## config.mk

```make
export PLATFORM = sky130hd
export DESIGN_NAME = nvm_write_ctrl
export DESIGN_NICKNAME = d
export VERILOG_FILES = /design/src/rtl/nvm_pkg.sv /design/src/rtl/nvm_unlock.sv /design/src/rtl/nvm_prog_timer.sv /design/src/rtl/nvm_stall.sv /design/src/rtl/nvm_byte_array.sv /design/src/rtl/nvm_write_ctrl.sv
export SDC_FILE = /design/constraint.sdc
export NUM_CORES = 1
export LEC_CHECK = 0
export BUFFER_PORTS_ARGS = -buffer_cell sky130_fd_sc_hd__buf_2
export CAP_MARGIN = 30
export CELL_PAD_IN_SITES_DETAIL_PLACEMENT = 0
export CELL_PAD_IN_SITES_GLOBAL_PLACEMENT = 1
export CORE_AREA = 2 2 291 293
export DETAILED_ROUTE_END_ITERATION = 16
export DIE_AREA = 0 0 293 295
export GPL_TIMING_DRIVEN = 1
export PLACE_DENSITY_LB_ADDON = 0.1
export SYNTH_ARGS = -nofsm -noshare
export SYNTH_HDL_FRONTEND = slang
export SYNTH_SLANG_ARGS = --single-unit
```

## constraint.sdc

```tcl
create_clock -name clk -period 3.8 [get_ports clk]
set_clock_uncertainty 0.05 [all_clocks]
set_input_delay 0.19 -clock clk [delete_from_list [all_inputs] [get_ports clk]]
set_output_delay 0.19 -clock clk [all_outputs]
set_load 0.01 [all_outputs]
```

## src/rtl/nvm_pkg.sv

```systemverilog
package nvm_pkg;
   typedef enum logic [1:0] {
      MODE_ERASE_WRITE = 2'b00,
      MODE_ERASE       = 2'b01,
      MODE_WRITE       = 2'b10,
      MODE_RSVD        = 2'b11
   } nvm_mode_e;

   localparam logic [1:0] SEL_ADDR = 2'd0;
   localparam logic [1:0] SEL_DATA = 2'd1;
   localparam logic [1:0] SEL_CTRL = 2'd2;

   localparam int CB_ARM  = 0;
   localparam int CB_GO   = 1;
   localparam int CB_RD   = 2;
   localparam int CB_IE   = 3;
   localparam int CB_MODE = 4;
endpackage

```

## src/rtl/nvm_unlock.sv

```systemverilog
module nvm_unlock #(
   parameter int WINDOW = 4
) (
   input  logic clk,
   input  logic rst_n,
   input  logic arm_req,
   input  logic consume,
   output logic armed_o
);
   localparam int CW = $clog2(WINDOW + 1);

   if (WINDOW < 1) begin : g_bad_window
      $error("nvm_unlock: WINDOW must be at least 1");
   end

   logic [CW-1:0] cnt_q;

   always_ff @(posedge clk) begin
      if (!rst_n) begin
         cnt_q <= '0;
      end else if (consume) begin
         cnt_q <= '0;
      end else if (arm_req) begin
         cnt_q <= CW'(WINDOW);
      end else if (cnt_q != '0) begin
         cnt_q <= cnt_q - 1'b1;
      end
   end

   assign armed_o = (cnt_q != '0);
endmodule

```

## src/rtl/nvm_prog_timer.sv

```systemverilog
module nvm_prog_timer
   import nvm_pkg::*;
#(
   parameter int T_SINGLE   = 18000,
   parameter int T_COMBINED = 34000
) (
   input  logic      clk,
   input  logic      rst_n,
   input  logic      start,
   input  nvm_mode_e mode,
   output logic      busy_o,
   output logic      done_o
);
   localparam int CW = $clog2(T_COMBINED + 1);

   if (T_SINGLE < 2) begin : g_bad_single
      $error("nvm_prog_timer: T_SINGLE must be at least 2");
   end
   if (T_COMBINED < T_SINGLE) begin : g_bad_comb
      $error("nvm_prog_timer: T_COMBINED must not be below T_SINGLE");
   end

   logic [CW-1:0] cnt_q;
   logic [CW-1:0] load_val;

   always_comb begin
      if (mode == MODE_ERASE_WRITE) load_val = CW'(T_COMBINED);
      else                          load_val = CW'(T_SINGLE);
   end

   always_ff @(posedge clk) begin
      if (!rst_n) begin
         cnt_q <= '0;
      end else if (start && cnt_q == '0) begin
         cnt_q <= load_val;
      end else if (cnt_q != '0) begin
         cnt_q <= cnt_q - 1'b1;
      end
   end

   assign busy_o = (cnt_q != '0);
   assign done_o = (cnt_q == CW'(1));
endmodule

```

## src/rtl/nvm_stall.sv

```systemverilog
module nvm_stall #(
   parameter int RD_CYC = 4,
   parameter int WR_CYC = 2
) (
   input  logic clk,
   input  logic rst_n,
   input  logic rd_start,
   input  logic wr_start,
   output logic stall_o
);
   localparam int MAXC = (RD_CYC > WR_CYC) ? RD_CYC : WR_CYC;
   localparam int CW   = $clog2(MAXC + 1);

   if (RD_CYC < 1 || WR_CYC < 1) begin : g_bad_stall
      $error("nvm_stall: stall lengths must be at least 1");
   end

   logic [CW-1:0] cnt_q;

   always_ff @(posedge clk) begin
      if (!rst_n) begin
         cnt_q <= '0;
      end else if (rd_start) begin
         cnt_q <= CW'(RD_CYC);
      end else if (wr_start) begin
         cnt_q <= CW'(WR_CYC);
      end else if (cnt_q != '0) begin
         cnt_q <= cnt_q - 1'b1;
      end
   end

   assign stall_o = (cnt_q != '0);
endmodule

```

## src/rtl/nvm_byte_array.sv

```systemverilog
module nvm_byte_array
   import nvm_pkg::*;
#(
   parameter int ADDR_W       = 6,
   parameter int DATA_W       = 8,
   parameter bit ERASED_RESET = 1'b1
) (
   input  logic              clk,
   input  logic              rst_n,
   input  logic [ADDR_W-1:0] rd_addr,
   output logic [DATA_W-1:0] rd_data,
   input  logic              commit,
   input  nvm_mode_e         op_mode,
   input  logic [ADDR_W-1:0] op_addr,
   input  logic [DATA_W-1:0] op_data
);
   localparam int DEPTH = 1 << ADDR_W;

   if (ADDR_W < 1 || ADDR_W > 10) begin : g_bad_addr
      $error("nvm_byte_array: ADDR_W out of range");
   end

   logic [DATA_W-1:0] rst_val;
   logic [DEPTH*DATA_W-1:0] flat;
   logic [DATA_W-1:0] old_val;
   logic [DATA_W-1:0] new_val;

   if (ERASED_RESET) begin : g_rst_ones
      assign rst_val = '1;
   end else begin : g_rst_zero
      assign rst_val = '0;
   end

   assign old_val = flat[op_addr*DATA_W +: DATA_W];

   always_comb begin
      unique case (op_mode)
         MODE_ERASE:       new_val = '1;
         MODE_WRITE:       new_val = old_val & op_data;
         MODE_ERASE_WRITE: new_val = op_data;
         default:          new_val = old_val;
      endcase
   end

   for (genvar w = 0; w < DEPTH; w++) begin : g_word
      logic [DATA_W-1:0] word_q;
      always_ff @(posedge clk) begin
         if (!rst_n) begin
            word_q <= rst_val;
         end else if (commit && op_addr == ADDR_W'(w)) begin
            word_q <= new_val;
         end
      end
      assign flat[w*DATA_W +: DATA_W] = word_q;
   end

   assign rd_data = flat[rd_addr*DATA_W +: DATA_W];
endmodule

```

## src/rtl/nvm_write_ctrl.sv

```systemverilog
module nvm_write_ctrl
   import nvm_pkg::*;
#(
   parameter int ADDR_W       = 6,
   parameter int DATA_W       = 8,
   parameter int T_SINGLE     = 18000,
   parameter int ARM_WINDOW   = 4,
   parameter int READ_STALL   = 4,
   parameter int WRITE_STALL  = 2,
   parameter bit ERASED_RESET = 1'b1
) (
   input  logic              clk,
   input  logic              rst_n,
   input  logic              reg_wr,
   input  logic [1:0]        reg_sel,
   input  logic [DATA_W-1:0] reg_wdata,
   output logic [DATA_W-1:0] reg_rdata,
   input  logic              gie_i,
   input  logic              flash_busy_i,
   output logic              irq_o,
   output logic              stall_o
);
   localparam int T_COMBINED = (T_SINGLE * 17 + 4) / 9;

   if (DATA_W < 6) begin : g_bad_data
      $error("nvm_write_ctrl: DATA_W must hold the control bits");
   end
   if (ADDR_W > DATA_W) begin : g_bad_aw
      $error("nvm_write_ctrl: ADDR_W must fit the register bus");
   end

   logic [ADDR_W-1:0] addr_q, op_addr_q;
   logic [DATA_W-1:0] data_q, op_data_q;
   nvm_mode_e         mode_q, op_mode_q, w_mode;
   logic              ie_q;
   logic              strobe, done, armed;
   logic [DATA_W-1:0] rd_byte;

   logic ctrl_wr, idle, rd_req, arm_req, launch;

   assign w_mode  = nvm_mode_e'(reg_wdata[CB_MODE +: 2]);
   assign ctrl_wr = reg_wr && (reg_sel == SEL_CTRL);
   assign idle    = !strobe;
   assign rd_req  = ctrl_wr && reg_wdata[CB_RD] && idle;
   assign arm_req = ctrl_wr && reg_wdata[CB_ARM] && !reg_wdata[CB_GO] && idle;
   assign launch  = ctrl_wr && reg_wdata[CB_GO] && !reg_wdata[CB_RD] && idle
                    && armed && !flash_busy_i && (w_mode != MODE_RSVD);

   always_ff @(posedge clk) begin
      if (!rst_n) begin
         addr_q    <= '0;
         data_q    <= '0;
         mode_q    <= MODE_ERASE_WRITE;
         ie_q      <= 1'b0;
         op_addr_q <= '0;
         op_data_q <= '0;
         op_mode_q <= MODE_ERASE_WRITE;
      end else begin
         if (reg_wr && reg_sel == SEL_ADDR && idle)
            addr_q <= reg_wdata[ADDR_W-1:0];
         if (reg_wr && reg_sel == SEL_DATA && idle)
            data_q <= reg_wdata;
         else if (rd_req)
            data_q <= rd_byte;
         if (ctrl_wr) begin
            ie_q <= reg_wdata[CB_IE];
            if (idle) mode_q <= w_mode;
         end
         if (launch) begin
            op_addr_q <= addr_q;
            op_data_q <= data_q;
            op_mode_q <= w_mode;
         end
      end
   end

   nvm_unlock #(.WINDOW(ARM_WINDOW)) i_unlock (
      .clk     (clk),
      .rst_n   (rst_n),
      .arm_req (arm_req),
      .consume (launch),
      .armed_o (armed)
   );

   nvm_prog_timer #(.T_SINGLE(T_SINGLE), .T_COMBINED(T_COMBINED)) i_timer (
      .clk    (clk),
      .rst_n  (rst_n),
      .start  (launch),
      .mode   (w_mode),
      .busy_o (strobe),
      .done_o (done)
   );

   nvm_stall #(.RD_CYC(READ_STALL), .WR_CYC(WRITE_STALL)) i_stall (
      .clk      (clk),
      .rst_n    (rst_n),
      .rd_start (rd_req),
      .wr_start (launch),
      .stall_o  (stall_o)
   );

   nvm_byte_array #(
      .ADDR_W(ADDR_W), .DATA_W(DATA_W), .ERASED_RESET(ERASED_RESET)
   ) i_array (
      .clk     (clk),
      .rst_n   (rst_n),
      .rd_addr (addr_q),
      .rd_data (rd_byte),
      .commit  (done),
      .op_mode (op_mode_q),
      .op_addr (op_addr_q),
      .op_data (op_data_q)
   );

   logic [DATA_W-1:0] ctrl_view;
   always_comb begin
      ctrl_view = '0;
      ctrl_view[CB_ARM]      = armed;
      ctrl_view[CB_GO]       = strobe;
      ctrl_view[CB_IE]       = ie_q;
      ctrl_view[CB_MODE +: 2] = mode_q;
   end

   always_comb begin
      unique case (reg_sel)
         SEL_ADDR: reg_rdata = DATA_W'(addr_q);
         SEL_DATA: reg_rdata = data_q;
         SEL_CTRL: reg_rdata = ctrl_view;
         default:  reg_rdata = '0;
      endcase
   end

   assign irq_o = ie_q && gie_i && !strobe;
endmodule

```

### After elaboration in Yosys (flattened, before gate mapping)

Index checks and enable logic that the tools add are counted.

| storage, ports and cells | value |
|---|---|
| flip-flop bits (word level) | 567 |
| output and inout bits | 10 |
| bits of input ports | 15 |
| logic and storage cells | 271 |

| cells by class | value |
|---|---|
| shift-type cells | 2 |
| multiplexer cells | 12 |
| reduce and logical (&&, ||, !) cells | 105 |
| equality and inequality tests | 69 |
| bitwise logic cells | 3 |
| $add $sub $neg | 3 |

Operator list:

| cell | count |
|---|---|
| variable part select 512 x 10 -> 8 bit | 2 |
| == test 6 bit (second input constant) | 32 |
| == test 6 x 5 -> 1 bit (second input constant) | 16 |
| logical AND 1 bit | 83 |
| == test 6 x 4 -> 1 bit (second input constant) | 8 |
| 2-to-1 mux 16 bit | 3 |
| one-hot mux 8 bit (3 select lines) | 2 |
| == test 6 x 3 -> 1 bit (second input constant) | 4 |
| == test 16 x 1 -> 1 bit (second input constant) | 1 |
| logical NOT 16 bit | 1 |
| 2-to-1 mux 8 bit | 2 |
| nonzero test 16 bit | 1 |
| subtractor 16 x 1 -> 16 bit (second input constant) | 1 |
| 2-to-1 mux 3 bit | 5 |
| == test 6 x 2 -> 1 bit (second input constant) | 2 |
| nonzero test 3 bit | 3 |
| AND 8 bit | 1 |
| nonzero test 2 bit | 4 |
| == test 6 x 1 -> 1 bit (second input constant) | 1 |
| logical NOT 2 bit | 3 |
| logical NOT 6 bit | 1 |
| OR reduction 3 bit | 2 |
| subtractor 3 x 1 -> 3 bit (second input constant) | 2 |
| == test 2 x 1 -> 1 bit (second input constant) | 2 |
| other kinds (6) | 12 |

### Logic depth before layout (Yosys ltp)

Gate-level depths: netlist of run 1.

| depth | value |
|---|---|
| word-level depth | 10 |
| gate-level depth with buffers | 12 |
| depth with buffers taken out | 8 |

### Hierarchy

A second synthesis of run 1 with hierarchy kept.

| unflattened totals | value |
|---|---|
| cells, all modules | 2661 |
| area total of the unflattened synthesis | 28652.5 um^2 |

By module, submodules not included:

| module | instances | area each (um^2) | seq. area each (um^2) | cells each |
|---|---|---|---|---|
| nvm_byte_array | 1 | 25826.0 | 10249.8 | 2347 |
| nvm_write_ctrl | 1 | 1612.8 | 660.6 | 174 |
| nvm_prog_timer | 1 | 909.6 | 320.3 | 107 |
| nvm_unlock | 1 | 181.4 | 60.1 | 20 |
| nvm_stall | 1 | 122.6 | 60.1 | 13 |

### Worst setup path before layout of run 1

Ideal clock, no wire load.

| timing path | value |
|---|---|
| path type | flip-flop to flip-flop |
| start point | register op_addr_q[1] |
| end point | register i_array.g_word[34].word_q[7] |
| slack | 1.001 ns |
| data required time | 3.621 ns |
| buffers on the path | 5 |
| stages on the path, launching flop included | 11 |
| arrival time | 2.620 ns |
| library setup time | 0.129 ns |
| clock period less this slack | 2.799 ns |
| cells stage by stage | dfxtp_1 -> buf_2 -> buf_2 -> buf_2 -> buf_2 -> mux4_2 -> mux2i_1 -> o221ai_1 -> a21oi_1 -> clkbuf_1 -> o31ai_1 |

| on the way | value |
|---|---|
| word-level cells in the longest chain between the ends | 3 |
| elaborated cells between the ends (all ways) | 5 |
| classes of those cells | 1 x eq/ne; 1 x shift; 1 x mux; 1 x bitwise; 1 x reduce/logical |

Ends and longest elaborated chain:

| what | RTL line | RTL |
|---|---|---|
| start, declared | nvm_write_ctrl.sv:32 | `logic [ADDR_W-1:0] addr_q, op_addr_q;` |
| start signal, assigned | nvm_write_ctrl.sv:70 | `op_addr_q <= addr_q;` |
| variable part select 512 x 10 -> 8 bit | nvm_byte_array.sv:34 | `assign old_val = flat[op_addr*DATA_W +: DATA_W];` |
| AND 8 bit | nvm_byte_array.sv:39 | `MODE_WRITE: new_val = old_val & op_data;` |
| one-hot mux 8 bit (3 select lines) | nvm_byte_array.sv:37 | `unique case (op_mode)` |
| end signal, assigned | nvm_byte_array.sv:49 | `word_q <= rst_val;` |
| end signal, assigned | nvm_byte_array.sv:51 | `word_q <= new_val;` |
| end, declared | nvm_byte_array.sv:46 | `logic [DATA_W-1:0] word_q;` |

Several ways; a longest one is shown, not always the timed one.
A chain may end at the register's enable or synchronous reset.

### Worst setup path in the final report of run 1

| timing path | value |
|---|---|
| start point | register i_timer.cnt_q[11] |
| end point | output reg_rdata[1] |

| on the way | value |
|---|---|
| word-level cells in the longest chain between the ends | 2 |

Ends and longest elaborated chain:

| what | RTL line | RTL |
|---|---|---|
| start, declared | nvm_prog_timer.sv:23 | `logic [CW-1:0] cnt_q;` |
| start signal, assigned | nvm_prog_timer.sv:35 | `cnt_q <= load_val;` |
| start signal, assigned | nvm_prog_timer.sv:37 | `cnt_q <= cnt_q - 1'b1;` |
| nonzero test 16 bit | nvm_prog_timer.sv:41 | `assign busy_o = (cnt_q != '0);` |
| one-hot mux 8 bit (3 select lines) | nvm_write_ctrl.sv:125 | `unique case (reg_sel)` |
| end, declared | nvm_write_ctrl.sv:17 | `output logic [DATA_W-1:0] reg_rdata,` |

Every way passes these cells.

==> results of run 1 <==
==> area by class of cell <==
type,count,area share (%)
Sequential cell,567,34.15
Inverter,13,0.1691
Timing Repair Buffer,236,6.481
Clock buffer,105,6.211
Clock inverter,20,0.4584
Multi-Input combinational cell,1940,48.47
Tap cell,1080,4.058
Antenna cell,1,0.007515
==> stage by stage <==
stage | total power (µW) | util (%)
final | 14550 | 40.05
after global routing | 15100 | 40.04
after CTS | 14660 | 40.00
after detailed placement | 8066 | 37.22
after global placement | 8033 | 37.16
after floorplan | 7512 | -
==> state kept, by name (all words and copies together) (netlist names) <==
register               cells
mode_q                     2
op_data_q                  8
op_mode_q                  2
addr_q                     6
i_stall.cnt_q              3
ie_q                       1
i_unlock.cnt_q             3
i_array.g_word.word_q    512
op_addr_q                  6
data_q                     8
i_timer.cnt_q             16
==> cells by family after synthesis <==
family                     Yosys count  synth area share (%)
muxes                              340                 21.56
DFF                                567                 39.32
and+or+nand+nor                    351                 6.025
xor gates and xnor gates             8                0.2427
adders and majority gates            4                0.1734
AOI/OAI and AO/OA                 1237                 27.53
buffers and inverters              369                 5.145
==> what timing repair did <==
item                                    in CTS  in global routing
gates resized for setup                      0                  2
hold endpoints to repair                    19                  0
hold buffers                                 9                  0
endpoints found under the setup margin       0                  2
==> where the power goes <==
part / total [µW] / internal [µW] / switching (µW)
logic: 1780 / 586 / 1200
clock network: 6570 / 3840 / 2730
registers: 6200 / 6060 / 140
total: 14600 / 10500 / 4060
==> per-layer routing <==
metal	share of wire (%)	vias up	GRT usage, %
li1	-	11290	-
met1	43	12910	40.39
met2	44	1301	43.09
met3	9.2	185	5.217
met4	3.7	4	10.46
met5	0.036	-	0
==> worst max-delay path by stage <==
stage	slack [ps]	cells after the start	end
4_1_cts	140	7	reg_rdata[1]
5_1_grt	160	7	reg_rdata[1]
3_5_place_dp	240	6	addr_q[0]$_SDFFE_PN0P_
3_3_place_gp	150	6	addr_q[0]$_SDFFE_PN0P_
6_report	400	7	reg_rdata[1]
2_1_floorplan	1000	10	i_array.g_word[34].word_q[7]$_SDFFE_PN1P_
==> worst register-to-register path, delay by kind of cell, from the launching register on <==
family	cells	cell delay [ps]
simple gates	5	2630
flops	1	340
mux	1	190
==> cells in the mapped netlist (8+ instances only) <==
cell type | n | area share, %
a21oi_1 | 557 | 9.7
a22oi_1 | 90 | 2.3
and2_1 | 9 | 0.20
and3_1 | 8 | 0.17
buf_1 | 44 | 0.57
buf_2 | 65 | 1.1
clkbuf_1 | 245 | 3.2
dfxtp_1 | 567 | 39
inv_1 | 10 | 0.13
mux2i_1 | 111 | 3.8
mux4_2 | 225 | 18
nand2_1 | 120 | 1.6
nand2b_1 | 12 | 0.26
nand3_1 | 40 | 0.69
nand4_1 | 19 | 0.41
nor2_1 | 64 | 0.83
nor2b_1 | 15 | 0.33
nor3_1 | 23 | 0.40
nor4_1 | 14 | 0.30
o21ai_0 | 16 | 0.28
o22ai_1 | 8 | 0.17
o311ai_0 | 25 | 0.76
o31ai_1 | 488 | 13
==> metrics.cfg, run 1 <==
[status]
status=completed

[cts]
clock_latency_ps=610
cts_sinks=567
cts_tree=yes
cts_buffers=71
post_cts_buffers=0
clkTransAtPathRegs_ps=60
htreeDepth=3
cts-root-buf=clkbuf_16
clockBufferDepth=3

[sta]
finalCritPeriodShare_pct=89.57
setup_viol=0
hold_viol_final=0
whs_ps=134.5
tns_ps=0
drv_slew=0
finalCriticalPeriod_ps=3404
tightest_slew_ps=951.2
relSlewSlack_pct=36.58
max_freq_ghz=0.2938
rsz0062_at_grt=false
fin_ws_ps=396.4

[cells_and_area]
seqCellArea_mm2=0.01137
nets=2848
final_cell_mix=561 x dfxtp_1, 556 x a21oi_1, 488 x o31ai_1
multi_input_area_mm2=0.01614
stdcell_area_mm2=0.03330
final_cells=3962
drive_gt1_share_pct=20.93
nFillCells=8077
syn_to_final_growth_pct=15.36
final_common_cell=dfxtp_1

[setup_path]
critPathLaunch=i_timer.cnt_q[11]$_SDFFE_PN0P_
path_max_fanout=14
cp_common_cell=o21ai_0
start_kind=flop
cp_slowest_cell=or4_4
reg2reg_from=i_timer.cnt_q[11]$_SDFFE_PN0P_
critical_path_class=flop to output pin
path_delay_family=simple AND/OR/NAND/NOR gates
cp.required_ps=3560
r2r_cells=6
reg2reg_slack_ps=400
path_cells=or4_1 > or4_4 > nor2_2 > nand2_1 > o21ai_0 > o21ai_0 > buf_2
worst_ep_arrival_time_ps=3160
crit_path_end_kind=output pin
cp_num_buf_inv=1
cp_slowest_stage_delay_ps=720
rr_endpoint=addr_q[0]$_SDFFE_PN0P_

[logic_synthesis]
yosysWarningCount=0
synth-edff-count=0
synthFlopType=dfxtp_1
synthArstFlopShare_pct=0
synth_cells=2876
synth_fp_nets=2895
synth.avg_cell_area_um2=10.04
ys_seq_area_share_pct=39.32
ys_ff_latch=567
synthesis.area_mm2=0.02887
ys_types=67

[grt]
grt_max_degree=122
grt_pass1_vias=24120
track_usage_pct=28.44
grt_pass1_wl_um=179600
antenna_found_initial=5
grt-ovfl-total=0

[detailed_routing]
ant_nets=0
wl_um=124200
vias_per_cell=6.485
dr.pass1.iters=6
routedWlPerCell_um=31.34
drtIter0Drc=2942
num_vias=25700
drc=0

[power]
cellLeakagePower_uw=0.01023
peakVddDrop_mv=0.3423
p_per_area_mw_per_mm2=436.9

[worst_hold_path]
holdCritStartpoint=flash_busy_i
hold_end=op_mode_q[1]$_SDFFE_PN0P_
holdCritPathClass=input pin to flop
whs_path_depth=6

[placed_design]
io_buffers=24
placed_cell_area_mm2=0.03095
dp.cells=3826
gp_congestion=0.9856
dp_hpwl_um=85280
dp_slack_ps=237.9

[floorplanning]
die_y_um=295
core-area_mm2=0.08316
start_util_pct=34.71
die_x_um=293
num_rows=106
ios=25
die-area_mm2=0.08644

[job]
max_cap_violations=0

No activity file was read; power rests on OpenSTA's default activity.
==> run 2: changes to the inputs <==
--- a/config.mk
+++ b/config.mk
@@ -9,11 +9,12 @@
 export CAP_MARGIN = 30
 export CELL_PAD_IN_SITES_DETAIL_PLACEMENT = 0
 export CELL_PAD_IN_SITES_GLOBAL_PLACEMENT = 1
-export CORE_AREA = 2 2 291 293
+export CORE_AREA = 2 2 207 412
 export DETAILED_ROUTE_END_ITERATION = 16
-export DIE_AREA = 0 0 293 295
+export DIE_AREA = 0 0 209 414
 export GPL_TIMING_DRIVEN = 1
 export PLACE_DENSITY_LB_ADDON = 0.1
+export RECOVER_POWER = 50
 export SYNTH_ARGS = -nofsm -noshare
 export SYNTH_HDL_FRONTEND = slang
 export SYNTH_SLANG_ARGS = --single-unit
==> run 2 against run 1 <==
  * Fmax shrank 9.0%
  * Register-to-register slack got worse by 340 ps
  * Clock power down 14%
  * Final area down 1.6%
  * Sequential cell count stayed put
  * Die area increased by 0.11%
  * Final cell count decreased by 1.2%
  * Critical path type is now flop to flop
  * Largest cell class unchanged
  * Largest power group is now sequential cells
==> metrics.cfg, run 2 (synthesis results as in run 1) <==
[status]
status=completed  ; unchanged

[cells_and_area]
regMostFlops=i_array.g_word.word_q  ; unchanged
drive_gt1_share_pct=19.57  ; was 20.93%
reg_top3=i_array.g_word.word_q x512, i_timer.cnt_q x16  ; unchanged
largest_register_ffs=512  ; unchanged
post-route-util_pct=39.22  ; was 40.05%
syn_to_final_growth_pct=13.47  ; was 15.36%
final_common_cell=dfxtp_1  ; unchanged
nets=2828  ; was 2848
final_cell_mix=561 x dfxtp_1, 557 x a21oi_1, 488 x o31ai_1  ; was 561 x dfxtp_1, 556 x a21oi_1, 488 x o31ai_1

[cts]
cts_sinks=567  ; unchanged
clockBufferDepth=3  ; unchanged
clock_latency_ps=640  ; was 610 ps
post_cts_buffers=0  ; unchanged
cts_buffers=54  ; was 71
htreeDepth=2  ; was 3
cts-root-buf=clkbuf_16  ; unchanged
cts_tree=yes  ; unchanged
clkTransAtPathRegs_ps=70  ; was 60 ps

[sta]
finalCritPeriodShare_pct=98.41  ; was 89.57%
finalCriticalPeriod_ps=3740  ; was 3404 ps
relSlewSlack_pct=28.95  ; was 36.58%
tightest_slew_ps=1063  ; was 951.2 ps
tns_ps=0  ; unchanged
hold_viol_final=0  ; unchanged
drv_slew=0  ; unchanged
max_freq_ghz=0.2674  ; was 0.2938 GHz
rsz0062_at_grt=false  ; unchanged
setup_viol=0  ; unchanged

[setup_path]
path_max_fanout=20  ; was 14
rr_endpoint=i_array.g_word[3].word_q[6]$_SDFFE_PN1P_  ; was addr_q[0]$_SDFFE_PN0P_
start_kind=flop  ; unchanged
worst_ep_arrival_time_ps=4160  ; was 3160 ps
critical_path_class=flop to flop  ; was flop to output pin
path_delay_family=buffers and inverters  ; was simple AND/OR/NAND/NOR gates
r2r_cells=8  ; was 6
reg2reg_from=op_addr_q[1]$_SDFFE_PN0P_  ; was i_timer.cnt_q[11]$_SDFFE_PN0P_
cp_slowest_cell=clkbuf_2  ; was or4_4
critPathLaunch=op_addr_q[1]$_SDFFE_PN0P_  ; was i_timer.cnt_q[11]$_SDFFE_PN0P_
cp_num_buf_inv=3  ; was 1
path_cells=clkbuf_2 > mux4_2 > mux2i_1 > nor3_1 > a211oi_4 > buf_12 > buf_12 > o311ai_0  ; was or4_1 > or4_4 > nor2_2 > nand2_1 > o21ai_0 > o21ai_0 > buf_2
cp_slowest_stage_delay_ps=670  ; was 720 ps
cp.required_ps=4220  ; was 3560 ps
reg2reg_slack_ps=60  ; was 400 ps
endpoint=i_array.g_word[3].word_q[6]$_SDFFE_PN1P_  ; was reg_rdata[1]
cp_common_cell=buf_12  ; was o21ai_0
path_depth=8  ; was 7
crit_path_end_kind=flop  ; was output pin

[power]
p_per_area_mw_per_mm2=419.0  ; was 436.9 mW/mm²
cellLeakagePower_uw=0.009933  ; was 0.01023 µW
peakVddDrop_mv=0.4047  ; was 0.3423 mV

[detailed_routing]
num_vias=25240  ; was 25.70k
wl_um=132700  ; was 124200 µm
drc=0  ; unchanged
vias_per_cell=6.444  ; was 6.485
drtIter0Drc=2611  ; was 2942
ant_nets=0  ; unchanged
dr.pass1.iters=6  ; unchanged
routedWlPerCell_um=33.89  ; was 31.34 µm

[grt]
grt-ovfl-total=0  ; unchanged
track_usage_pct=30.30  ; was 28.44%
grt_pass1_wl_um=188200  ; was 179600 µm
grt_max_degree=118  ; was 122
grt_pass1_vias=24910  ; was 24.12k
antenna_found_initial=2  ; was 5

[floorplanning]
core-area_mm2=0.08352  ; was 0.08316 mm²
die-area_mm2=0.08653  ; was 0.08644 mm²
start_util_pct=34.56  ; was 34.71%
die_y_um=414  ; was 295 µm
die_x_um=209  ; was 293 µm
ios=25  ; unchanged
num_rows=150  ; was 106

[worst_hold_path]
whs_path_depth=6  ; unchanged
holdCritPathClass=input pin to flop  ; unchanged

[placed_design]
dp_hpwl_um=94570  ; was 85280 µm
io_buffers=24  ; unchanged
gp_congestion=0.9766  ; was 0.9856

[job]
max_cap_violations=0  ; unchanged

==> run 2: cell types whose count changed in the layout (fill, tap and decap cells not counted), sizes merged <==
cell / before / now
buf: 227 / 205
clkbuf: 105 / 110
bufinv: 1 / 2
inv: 14 / 11
clkinv: 18 / 7
==> run 2: worst min path at each step <==
stage,from,slack (ps),to
after floorplan,reg_wdata[0],280,addr_q[0]$_SDFFE_PN0P_
after detailed placement,i_timer.cnt_q[5]$_SDFFE_PN0P_,420,i_timer.cnt_q[5]$_SDFFE_PN0P_
after CTS,flash_busy_i,30,op_mode_q[1]$_SDFFE_PN0P_
final,flash_busy_i,20,op_mode_q[1]$_SDFFE_PN0P_
after global placement,i_array.g_word[47].word_q[4]$_SDFFE_PN1P_,410,i_array.g_word[47].word_q[4]$_SDFFE_PN1P_
after global routing,rst_n,100,i_array.g_word[42].word_q[2]$_SDFFE_PN1P_
==> run 2: routing by layer <==
metal  global-route usage (%)  routed length [µm]
met2                    53.14               66500
met1                    31.77               44960
met4                    27.83               14640
met3                    2.991                6585
met5                        0                  13
==> run 2: worst register-to-register path: stages (launching register included) <==
cell and delay [ps]:
dfxtp_4 660, clkbuf_2 670, mux4_2 440, mux2i_1 610
nor3_1 300, a211oi_4 320, buf_12 210, buf_12 180
o311ai_0 130
==> run 2: layout make-up <==
type / count / area (µm²)
repair buffers: 233 / 2106
fillers: 8199 / 50760
clock buffers: 91 / 1695
inverters: 13 / 56.30
well taps: 1064 / 1331
diodes: 1 / 2.502
multi-input cells: 1940 / 16110
clock inverters: 7 / 85.08
flip-flops and latches: 567 / 11370
==> run 2: repair_timing <==
action	4_1_cts	5_1_grt
hold buffers	9	0
endpoints found under the hold margin	17	0
resized for setup	1	0
endpoints found under the setup margin	1	0
==> run 2: report_power, final <==
| group | internal [µW] | switching [µW] | total, µW |
|---|---|---|---|
| logic | 572 | 1270 | 1850 |
| registers | 6060 | 150 | 6210 |
| clock network | 3150 | 2520 | 5670 |
==> run 2: stage by stage <==
step	total power, µW	setup slack (ps)	area (µm²)	hold slack, ps	cells
after floorplan	7512	1001	28870	283.9	2876
after global placement	8142	92.64	30890	411.3	3803
after detailed placement	8167	342.4	30970	417.1	3807
after CTS	13830	160.0	32850	26.65	3914
after global routing	14140	23.82	32750	103.7	3915
final	13730	60.41	32750	16.35	3916
